File: src/rtl/desc_dma_engine.sv
module desc_dma_engine #(
  parameter int AW = 32,
  parameter int LW = 32
) (
  input  logic          clk,
  input  logic          rst_n,
  input  logic          reg_wr,
  input  logic [1:0]    reg_addr,
  input  logic [31:0]   reg_wdata,
  output logic [31:0]   reg_rdata,
  output logic          mem_req,
  output logic [AW-1:0] mem_addr,
  input  logic          mem_ack,
  input  logic [31:0]   mem_rdata,
  output logic          mv_req,
  output logic [AW-1:0] mv_addr,
  output logic [LW-1:0] mv_len,
  output logic          mv_to_mem,
  input  logic          mv_done,
  input  logic          dev_irq
);
  localparam logic [AW-1:0] WORD_STEP = AW'(4);
  localparam logic [AW-1:0] DESC_STEP = AW'(8);

  typedef enum logic [1:0] {S_IDLE, S_W0, S_W1, S_MOVE} st_t;
  st_t st;

  logic [AW-1:0] base_q, ptr_q, cur_addr;
  logic [LW-1:0] cur_len;
  logic          last_q, dir_q, rw_bit, rst_bit;
  logic          err_q, dev_q, done_q;

  wire busy     = st != S_IDLE;
  wire wr_ctl   = reg_wr && reg_addr == 2'd0;
  wire wr_sts   = reg_wr && reg_addr == 2'd1;
  wire wr_base  = reg_wr && reg_addr == 2'd2;
  wire hold     = rst_bit || (wr_ctl && reg_wdata[7]);
  wire stop_now = wr_ctl && reg_wdata[1] && busy;
  wire go       = wr_ctl && reg_wdata[0] && !reg_wdata[1] && !hold && !busy;
  wire kill     = stop_now || hold;
  wire zero_len = st == S_W1 && mem_ack && mem_rdata[LW-1:0] == '0;
  wire err_set  = zero_len && !kill;
  wire done_set = st == S_MOVE && mv_done && last_q && !kill;

  always_ff @(posedge clk or negedge rst_n) begin
    if (!rst_n) begin
      st <= S_IDLE;
      base_q <= '0; ptr_q <= '0; cur_addr <= '0; cur_len <= '0;
      last_q <= 1'b0; dir_q <= 1'b0; rw_bit <= 1'b0; rst_bit <= 1'b0;
      err_q <= 1'b0; dev_q <= 1'b0; done_q <= 1'b0;
    end else begin
      if (wr_ctl) begin
        rw_bit  <= reg_wdata[2];
        rst_bit <= reg_wdata[7];
      end
      if (wr_base) base_q <= reg_wdata[AW-1:0];
      case (st)
        S_IDLE: if (go) begin
          st    <= S_W0;
          ptr_q <= base_q;
          dir_q <= reg_wdata[2];
        end
        S_W0: if (mem_ack) begin
          cur_addr <= mem_rdata[AW-1:0];
          last_q   <= mem_rdata[0];
          st       <= S_W1;
        end
        S_W1: if (mem_ack) begin
          cur_len <= mem_rdata[LW-1:0];
          st      <= zero_len ? S_IDLE : S_MOVE;
        end
        S_MOVE: if (mv_done) begin
          if (last_q) st <= S_IDLE;
          else begin
            ptr_q <= ptr_q + DESC_STEP;
            st    <= S_W0;
          end
        end
        default: st <= S_IDLE;
      endcase
      if (kill) st <= S_IDLE;
      err_q  <= err_set  | (err_q  & ~(wr_sts & reg_wdata[2]));
      dev_q  <= dev_irq  | (dev_q  & ~(wr_sts & reg_wdata[4]));
      done_q <= done_set | (done_q & ~(wr_sts & reg_wdata[6]));
    end
  end

  assign mem_req   = st == S_W0 || st == S_W1;
  assign mem_addr  = (st == S_W1) ? ptr_q + WORD_STEP : ptr_q;
  assign mv_req    = st == S_MOVE;
  assign mv_addr   = {cur_addr[AW-1:1], 1'b0};
  assign mv_len    = cur_len;
  assign mv_to_mem = dir_q;

  always_comb begin
    case (reg_addr)
      2'd0:    reg_rdata = {24'd0, rst_bit, 4'd0, rw_bit, 1'b0, busy};
      2'd1:    reg_rdata = {25'd0, done_q, 1'b0, dev_q, 1'b0, err_q, 1'b0, busy};
      2'd2:    reg_rdata = 32'(base_q);
      default: reg_rdata = 32'd0;
    endcase
  end

  // the fetch port and the mover port are never requested together
  a_r1_one_port: assert property (@(posedge clk) disable iff (!rst_n)
    !(mem_req && mv_req));

  // an accepted start makes the engine busy on the next cycle
  a_r2_busy_after_go: assert property (@(posedge clk) disable iff (!rst_n)
    (!busy && wr_ctl && reg_wdata[0] && !reg_wdata[1] && !reg_wdata[7] && !rst_bit)
    |=> (busy && mem_req));

  // the flag bit never reaches the mover address
  a_r3_even_addr: assert property (@(posedge clk) disable iff (!rst_n)
    mv_req |-> !mv_addr[0]);

  // the final burst completing ends the run with done set
  a_r5_done_idle: assert property (@(posedge clk) disable iff (!rst_n)
    (mv_req && mv_done && last_q && !kill) |=> (done_q && !busy));

  // a zero length word ends the run with an error and no burst
  a_r6_zero_err: assert property (@(posedge clk) disable iff (!rst_n)
    (st == S_W1 && mem_ack && mem_rdata[LW-1:0] == '0 && !kill) |=> (err_q && !mv_req && !busy));

  // a stop while busy idles the engine next cycle
  a_r7_stop_idles: assert property (@(posedge clk) disable iff (!rst_n)
    (busy && wr_ctl && reg_wdata[1]) |=> (!busy && !mv_req && !mem_req));

  // held in reset, the engine issues no request
  a_r8_hold_quiet: assert property (@(posedge clk) disable iff (!rst_n)
    rst_bit |-> (!mem_req && !mv_req));
endmodule

File: config.mk
export PLATFORM = sky130hd
export DESIGN_NAME = desc_dma_engine
export DESIGN_NICKNAME = d
export VERILOG_FILES = /design/src/rtl/desc_dma_engine.sv
export SDC_FILE = /design/constraint.sdc
export NUM_CORES = 1
export LEC_CHECK = 0
export ABC_AREA = 0
export ABC_CLOCK_PERIOD_IN_PS = 2700
export BUFFER_PORTS_ARGS = -buffer_cell sky130_fd_sc_hd__buf_2
export CORE_MARGIN = 3
export CORE_UTILIZATION = 30
export CTS_CLUSTER_DIAMETER = 60
export DETAILED_ROUTE_END_ITERATION = 8
export GPL_TIMING_DRIVEN = 0
export PLACE_DENSITY = 0.56
export SYNTH_ARGS = -nofsm -noshare
export SYNTH_HDL_FRONTEND = slang
export SYNTH_SLANG_ARGS = --single-unit
File: constraint.sdc
create_clock -name clk -period 2.7 [get_ports clk]
set_input_delay 0.27 -clock clk [delete_from_list [all_inputs] [get_ports clk]]
set_output_delay 0.27 -clock clk [all_outputs]
set_load 0.02 [all_outputs]
==> results of run 1 <==
[placed cells by master (no fill, tap or decap), types with 4 or more instances in the layout]
| master | synthesis | final |
|---|---|---|
| a21o_1 | 4 | 4 |
| a21oi_1 | 28 | 28 |
| a2bb2oi_1 | 13 | 13 |
| and2_1 | 31 | 30 |
| and3_1 | 4 | 4 |
| buf_1 | 12 | 12 |
| buf_2 | 10 | 199 |
| buf_4 | 4 | 31 |
| buf_6 | 0 | 4 |
| clkbuf_1 | 16 | 13 |
| clkbuf_16 | 0 | 17 |
| dfrtp_1 | 136 | 133 |
| ha_1 | 6 | 4 |
| inv_1 | 11 | 10 |
| inv_6 | 0 | 4 |
| inv_8 | 0 | 8 |
| mux2_2 | 103 | 103 |
| mux2i_1 | 4 | 4 |
| nand2_1 | 35 | 34 |
| nand3_1 | 28 | 27 |
| nand4_1 | 18 | 18 |
| nor2_1 | 28 | 23 |
| nor3_1 | 10 | 9 |
| nor4_1 | 14 | 12 |
| o21ai_0 | 20 | 20 |
| o22ai_1 | 12 | 12 |
| xnor2_1 | 14 | 12 |
| xor2_1 | 15 | 15 |
[where the power goes]
| part | total (W) | switching (W) | leakage [nW] | internal (W) |
|---|---|---|---|---|
| registers | 0.00336 | 0.000570 | 1.67 | 0.00279 |
| logic | 0.00390 | 0.00233 | 2.37 | 0.00157 |
| clock network | 0.00251 | 0.00109 | 0.308 | 0.00143 |
[how the worst max path moves through the flow]
stage | start | end | slack [ns]
2_1_floorplan | st[0]$_DFFE_PN0P_ | mem_addr[28] | 0.11
3_3_place_gp | rst_n | cur_addr[4]$_DFFE_PN0P_ | -0.82
3_5_place_dp | ptr_q[3]$_DFFE_PN0P_ | mem_addr[29] | -0.27
4_1_cts | st[0]$_DFFE_PN0P_ | mem_addr[28] | -0.21
5_1_grt | st[0]$_DFFE_PN0P_ | mem_addr[28] | -0.23
6_report | st[0]$_DFFE_PN0P_ | mem_addr[28] | -0.12
[per-layer routing]
layer / share of wire (%) / wire (um) / vias up
li1: - / - / 2755
met1: 42 / 9526 / 2967
met2: 46 / 10510 / 249
met3: 9.9 / 2246 / 31
met4: 1.7 / 388 / 6
met5: 0.18 / 40 / -
[worst reg2reg max path, cell delays in order, from the launching register on]
cell and delay (ns):
dfrtp_1 0.38, inv_2 0.07, buf_4 0.13, buf_4 0.12, buf_4 0.12, ha_1 0.35, nor2_1 0.07, a31oi_2 0.29
a21o_1 0.12, clkbuf_2 0.23, buf_2 0.30, a21oi_1 0.07, a2bb2oi_1 0.16
[state kept, by name, summed over array words and instances, names as in the netlist, 2 cells and up]
| signal | flops |
|---|---|
| base_q | 32 |
| cur_addr | 32 |
| mv_len | 32 |
| ptr_q | 32 |
| st | 2 |
[repair_timing]
action,in CTS,in global routing
cloned,0,0
buffers inserted,11,12
pin swaps,4,7
gates resized for setup,16,33
hold endpoints to repair,50,0
hold buffers,1,0
setup endpoints to repair,20,34
[cell type report]
| cell class | count | area, um2 |
|---|---|---|
| Fill cell | 2218 | 12980 |
| Sequential cell | 136 | 3407 |
| Multi-Input combinational cell | 436 | 3395 |
| Timing Repair Buffer | 224 | 1232 |
| Clock buffer | 17 | 425.4 |
| Tap cell | 280 | 350.3 |
| Buffer | 41 | 195.2 |
| Clock inverter | 15 | 193.9 |
| Inverter | 11 | 41.29 |
| Antenna cell | 2 | 5.005 |
[logic make-up (layout without fill, tap and decap cells)]
family          count (synthesis)  count (layout)  synth area share (%)
compound gates                104             104                 9.806
xor+xnor                       29              29                 3.680
fa+ha+maj                       6               6                 1.088
buf+inv                        54             308                 3.353
flops                         136             136                 49.30
mux                           107             107                 17.38
other cells                     1               3               0.05433
simple gates                  189             189                 15.33
[metrics by stage]
stage	std cells	setup slack (ns)	TNS, ns	power (W)
after global placement	1106	-0.8239	-110.32	0.007043
after CTS	1150	-0.2143	-0.9411	0.009736
after global routing	1160	-0.2314	-1.094	0.01038
after floorplan	626	0.1111	0	0.005727
final	1162	-0.1244	-0.3266	0.009776
after detailed placement	1107	-0.2748	-0.7952	0.007102
==> metrics, run 1 <==
crit path DAT=2.55 ns; DRT iter0 DRCs=between 300 and 400; Max Cap Viol=0; nets@finish=about 950; Hold WC Path Type=primary input to flip-flop; distinct cell type count after synthesis=between 50 and 60; met1 Usage GRT=22.98%; Chip Width=between 150 and 200 um; FF-to-FF Start=st[0]$_DFFE_PN0P_; post-synthesis sequential area ratio=49.30%; Final Cycle Share=104.6%; P&R area growth vs syn=33.93%; Max rail drop VDD=0.0007295 V; Final min period=between 2 and 3 ns; Post-Syn Area=6903 um2; cell taking the most area after synthesis=dfrtp_1; Crit Path Class=flip-flop to primary output; initial antenna violation count=3; met2 usage=between 20% and 30%; FF-to-FF setup slack=about 0.16 ns; post-synth top area share=between 40% and 50%; CTS tree=yes; io pins=roughly 200; most used routing layer=met2; die area=between 20000 and 25000 um2; Top delay family on crit path=simple AND/OR/NAND/NOR gates; Post-synth top cells=136 x dfrtp_1, 103 x mux2_2, 35 x nand2_1; hold endpoint=dev_q$_DFF_PN0_; starting density of the core=roughly 31%; fin util=around 42%; flops & latches, synth=136; CP endpoint kind=primary output; Fin. Hold Viols=0; RSZ-0062 raised after global routing=true; CTS max path bufs=2; total number of vias=around 6000; final antenna-violating net count=0; clock sinks=136; power per standard cell area=between 1000 and 1500 nW/um2; Crit Reg-Reg Endpoint=ptr_q[22]$_DFFE_PN0P_; Worst Max-Slew Pin Slew=between 0.8 and 0.9 ns; Final Instance Area=approximately 9000 um2; Top FF cell, synth=dfrtp_1; CTS Root Cell=clkbuf_16; CP bufs+invs=2; slowest CP cell=or4_4; critical path depth=8; routed len/inst=around 20 um; Congestion Overflow GR=0; largest net degree at the start of global routing=slightly below 90; Worst Path Required=about 2.4 ns; first-pass GRT wire length=between 30000 and 40000 um; Worst Setup Start Kind=flip-flop; hold path startpoint=dev_irq; clk_skew=0.01170 ns; worst path cell trace=inv_2 -> ha_4 -> nand4_1 -> or3_4 -> or4_4 -> nor3_4 -> xor2_1 -> buf_4; Lkg Pwr=roughly 4.3 nW; hold path cells=2; r2r worst-path depth=12; DRT Pass-1 Iters=5; maximum fanout along the worst path=2; ys async rst share=100.0%; Port Buf Inserts=200; CP peak stage delay=0.46 ns; Die Ht=about 160 um; worst setup margin=-0.1244 ns; cell count after synthesis=626; All-Layer GR Usage=18.41%; GP Congestion=between 0.8 and 0.9; number of flops mapped to enable cells by yosys=0; met3 Usage GRT=approximately 7.5%; Peak Freq=roughly 0.35 GHz; vias in the first global route=slightly above 6000; H-tree Lvls=4; status=finished, violations left; Rel. slew slack=approximately 45%; core area=about 22000 um2; DRC errors left=0; Fin Hold WS=around 0.034 ns; Post-Route WL=22720 um; DR vias/cell=between 5 and 6; Mapped Nets=approximately 700; synth top area cells=dfrtp_1 49%, mux2_2 17%, and2_1 2.8%; Yosys warnings=0; most frequent cell after synthesis=dfrtp_1; syn_area_per_cell=between 10 and 15 um2; Max Transition Viols Final=0; Clk pin slew, worst setup/hold paths=around 0.070 ns; FP Rows=54; CTS buffer count=17; Placed Area=8288 um2; number of endpoints failing setup at the final stage=4; failing checks=setup timing; later-pin clock latency in the skew report=roughly 0.43 ns; HPWL after DPL=around 16000 um; layout cells sized above 1=between 40 and 50%
No activity file was read; power rests on OpenSTA's default activity.
==> run 2, diff against run 1 <==
--- a/config.mk
+++ b/config.mk
@@ -9,11 +9,11 @@
 export ABC_CLOCK_PERIOD_IN_PS = 2700
 export BUFFER_PORTS_ARGS = -buffer_cell sky130_fd_sc_hd__buf_2
 export CORE_MARGIN = 3
-export CORE_UTILIZATION = 30
+export CORE_UTILIZATION = 52
 export CTS_CLUSTER_DIAMETER = 60
 export DETAILED_ROUTE_END_ITERATION = 8
 export GPL_TIMING_DRIVEN = 0
-export PLACE_DENSITY = 0.56
+export PLACE_DENSITY = 0.8
 export SYNTH_ARGS = -nofsm -noshare
 export SYNTH_HDL_FRONTEND = slang
 export SYNTH_SLANG_ARGS = --single-unit
==> run 2 against run 1 <==
  * Cell area shrank 1.4%
  * Register-to-register slack lost 0.04 ns
  * Critical endpoint unchanged
  * Sequential share of layout area grew 0.52 points
  * Fmax shrank 0.99%
  * Critical path depth is the same
  * Via count grew 2.2%
  * Hold slack gained 0.011 ns
  * First-iteration DRC count grew 110%
  * Setup slack lost 0.028 ns
  * Cell count shrank 9.4%
  * The flow still finishes with violations (setup timing)
  * Combinational power grew 2%
==> metrics, run 2 (same netlist as run 1, synthesis figures left out) <==
Max Transition Viols Final=0 (unchanged); Overall Power=0.009674 W (-1.0%); DRT Pass-1 Iters=6 (+1); Final min period=2.853 ns (+0.02837 ns); DR vias/cell=5.831 (+13%); CTS Root Cell=clkbuf_16; starting density of the core=54.04% (+23 points); total number of vias=6140 (+2.2%); Rel. slew slack=41.42% (-3.4 points); footprint of the multi-input gates=3397 um2 (about the same); Fin. Hold Viols=0 (unchanged); die area=14690 um2 (-41%); number of endpoints failing setup at the final stage=4 (unchanged); Die Ht=121.2 um (-23%); GP Congestion=0.9321 (+7.4%); Max rail drop VDD=0.0006458 V (-11%); Peak Freq=0.3505 GHz (-0.99%); layout cells sized above 1=46.70% (+0.68 points); clock network fraction of design power=23.9% (-1.8 points); CTS tree=yes; Sw Share=39.31% (-1.5 points); Hold WC Path Type=primary input to flip-flop; Gate power share=41.2% (+1.3 points); Placed Area=8153 um2 (-1.6%); Clk pin slew, worst setup/hold paths=0.06 ns (about the same); failing checks=setup timing; later-pin clock latency in the skew report=0.42 ns (about the same); routed len/inst=20.17 um (+3.2%); DRT iter0 DRCs=681 (+110%); Top delay family on crit path=simple AND/OR/NAND/NOR gates; clk_skew=0.007016 ns (-0.004684 ns); Worst Path Required=2.43 ns (about the same); final antenna-violating net count=0 (unchanged); Max Cap Viol=0 (unchanged); Switching Power=0.003802 W (-4.7%); CTS buffer count=17 (unchanged); slowest CP cell=or4_4; Congestion Overflow GR=0 (unchanged); RSZ-0062 raised after global routing=true; maximum fanout along the worst path=2 (unchanged); power per standard cell area=1061 nW/um2 (+0.31%); Crit Path Class=flip-flop to primary output; core area=12770 um2 (-43%); Lkg Pwr=4.353 nW (+0.11%); H-tree Lvls=4 (unchanged); Final Instance Area=9120 um2 (-1.4%); filler cell count=923 (-58%); Final Cycle Share=105.7% (+1.1 points); Int Pwr=0.005871 W (+1.5%); HPWL after DPL=15190 um (-7.7%); crit path DAT=2.58 ns (+0.03 ns); status=finished, violations left; first-pass GRT wire length=33030 um (-5.7%); most common cell after layout, fill and taps aside=buf_2; commonest cells after routing, fill and taps aside=199 x buf_2, 132 x dfrtp_1, 103 x mux2_2, 34 x nand2_1, 33 x buf_4; DRC errors left=0 (unchanged); Chip Width=121.2 um (-23%); CP bufs+invs=2 (unchanged); CTS max path bufs=2 (unchanged); pre-CTS WS=-0.1772 ns (+0.09760 ns); CP peak stage delay=0.46 ns (about the same); largest net degree at the start of global routing=102 (+17%); FF-to-FF setup slack=0.12 ns (-0.04 ns); Worst Max-Slew Pin Slew=0.8707 ns (+0.04992 ns); Post-Route WL=21240 um (-6.5%); All-Layer GR Usage=29.08% (+11 points); worst path cell trace=inv_2 -> ha_4 -> nand4_1 -> or3_4 -> or4_4 -> nor3_4 -> xor2_1 -> buf_4; CP endpoint kind=primary output; worst setup margin=-0.1527 ns (-0.02837 ns); clock sinks=136 (unchanged); sequential cell area=3408 um2 (about the same); vias in the first global route=6266 (+2.6%); Worst Setup Start Kind=flip-flop; Port Buf Inserts=200 (unchanged); io pins=203 (unchanged); FP Rows=41 (-24%); Seq pwr share=35.0% (+0.7 points); nets@finish=947 (+0.21%); initial antenna violation count=1 (-2); P&R area growth vs syn=32.12%
## run 2: cell types whose count changed in the layout (fill, tap and decap cells not counted), sizes merged
cell	previous run	this run
diode	2	1
bufinv	2	3
buf	247	250
clkinvlp	0	1
inv	23	12
clkinv	1	7
## run 2: layer usage
layer	routed length (um)	global-route usage, %
met5	13	0
met4	705	12.18
met3	2030	8.112
met2	10460	49.04
met1	8032	35.14
## run 2: layout make-up
| class | instances | share of cell area (%) |
|---|---|---|
| multi-input combinational | 436 | 37.25 |
| tap | 172 | 2.360 |
| clock inverter | 12 | 1.674 |
| antenna | 1 | 0.02744 |
| timing repair buffer | 226 | 13.88 |
| inverter | 11 | 0.4527 |
| sequential | 136 | 37.37 |
| clock buffer | 18 | 4.706 |
| buffer | 41 | 2.277 |
## run 2: path summary, 6_finish.rpt
kind / start / endpoint / cells past startpoint
worst max-delay path: st[0]$_DFFE_PN0P_ / mem_addr[28] / 8
worst min-delay path: dev_irq / dev_q$_DFF_PN0_ / 2
worst max register to register: st[0]$_DFFE_PN0P_ / ptr_q[20]$_DFFE_PN0P_ / 14
worst min register to register: mv_len[14]$_DFFE_PN0P_ / mv_len[14]$_DFFE_PN0P_ / 1
max in group asynchronous: rst_n / ptr_q[24]$_DFFE_PN0P_ / 3
min in group asynchronous: rst_n / base_q[10]$_DFFE_PN0P_ / 2
## run 2: repair_timing
item / CTS / global route
gates resized for setup: 18 / 47
hold endpoints to repair: 35 / 0
setup endpoints to repair: 20 / 32
hold buffers: 1 / 0
buffers inserted: 12 / 12
pin swaps: 5 / 10
cloned: 0 / 0
## run 2: power by group through the flow
stage	Combinational (W)	Sequential, W	Clock, W
global placement	0.00361	0.00331	0
detailed placement	0.00371	0.00336	0
finish	0.00398	0.00338	0.00231
CTS	0.00379	0.00334	0.00233
global route	0.00425	0.00347	0.00243
floorplan	0.00198	0.00375	0
## run 2: through the flow
stage	hold WS, ns	setup TNS (ns)	cells	util [%]
after floorplan	-0.02559	0	626	-
after global placement	0.4502	-55.33	998	63.56
after detailed placement	0.1997	-0.3848	999	63.83
after CTS	0.03160	-0.6008	1041	69.65
after global routing	0.06706	-0.7832	1052	71.38
final	0.04432	-0.2682	1053	71.40
## run 2: worst reg2reg max path, stage by stage, from the launching register on
cell,delay (ns)
dfrtp_1,0.37
inv_2,0.07
buf_4,0.14
buf_4,0.12
buf_4,0.12
buf_4,0.12
buf_4,0.12
ha_2,0.35
inv_1,0.08
a31oi_4,0.23
a21o_1,0.12
buf_2,0.22
buf_6,0.18
a21oi_1,0.05
a2bb2oi_1,0.15
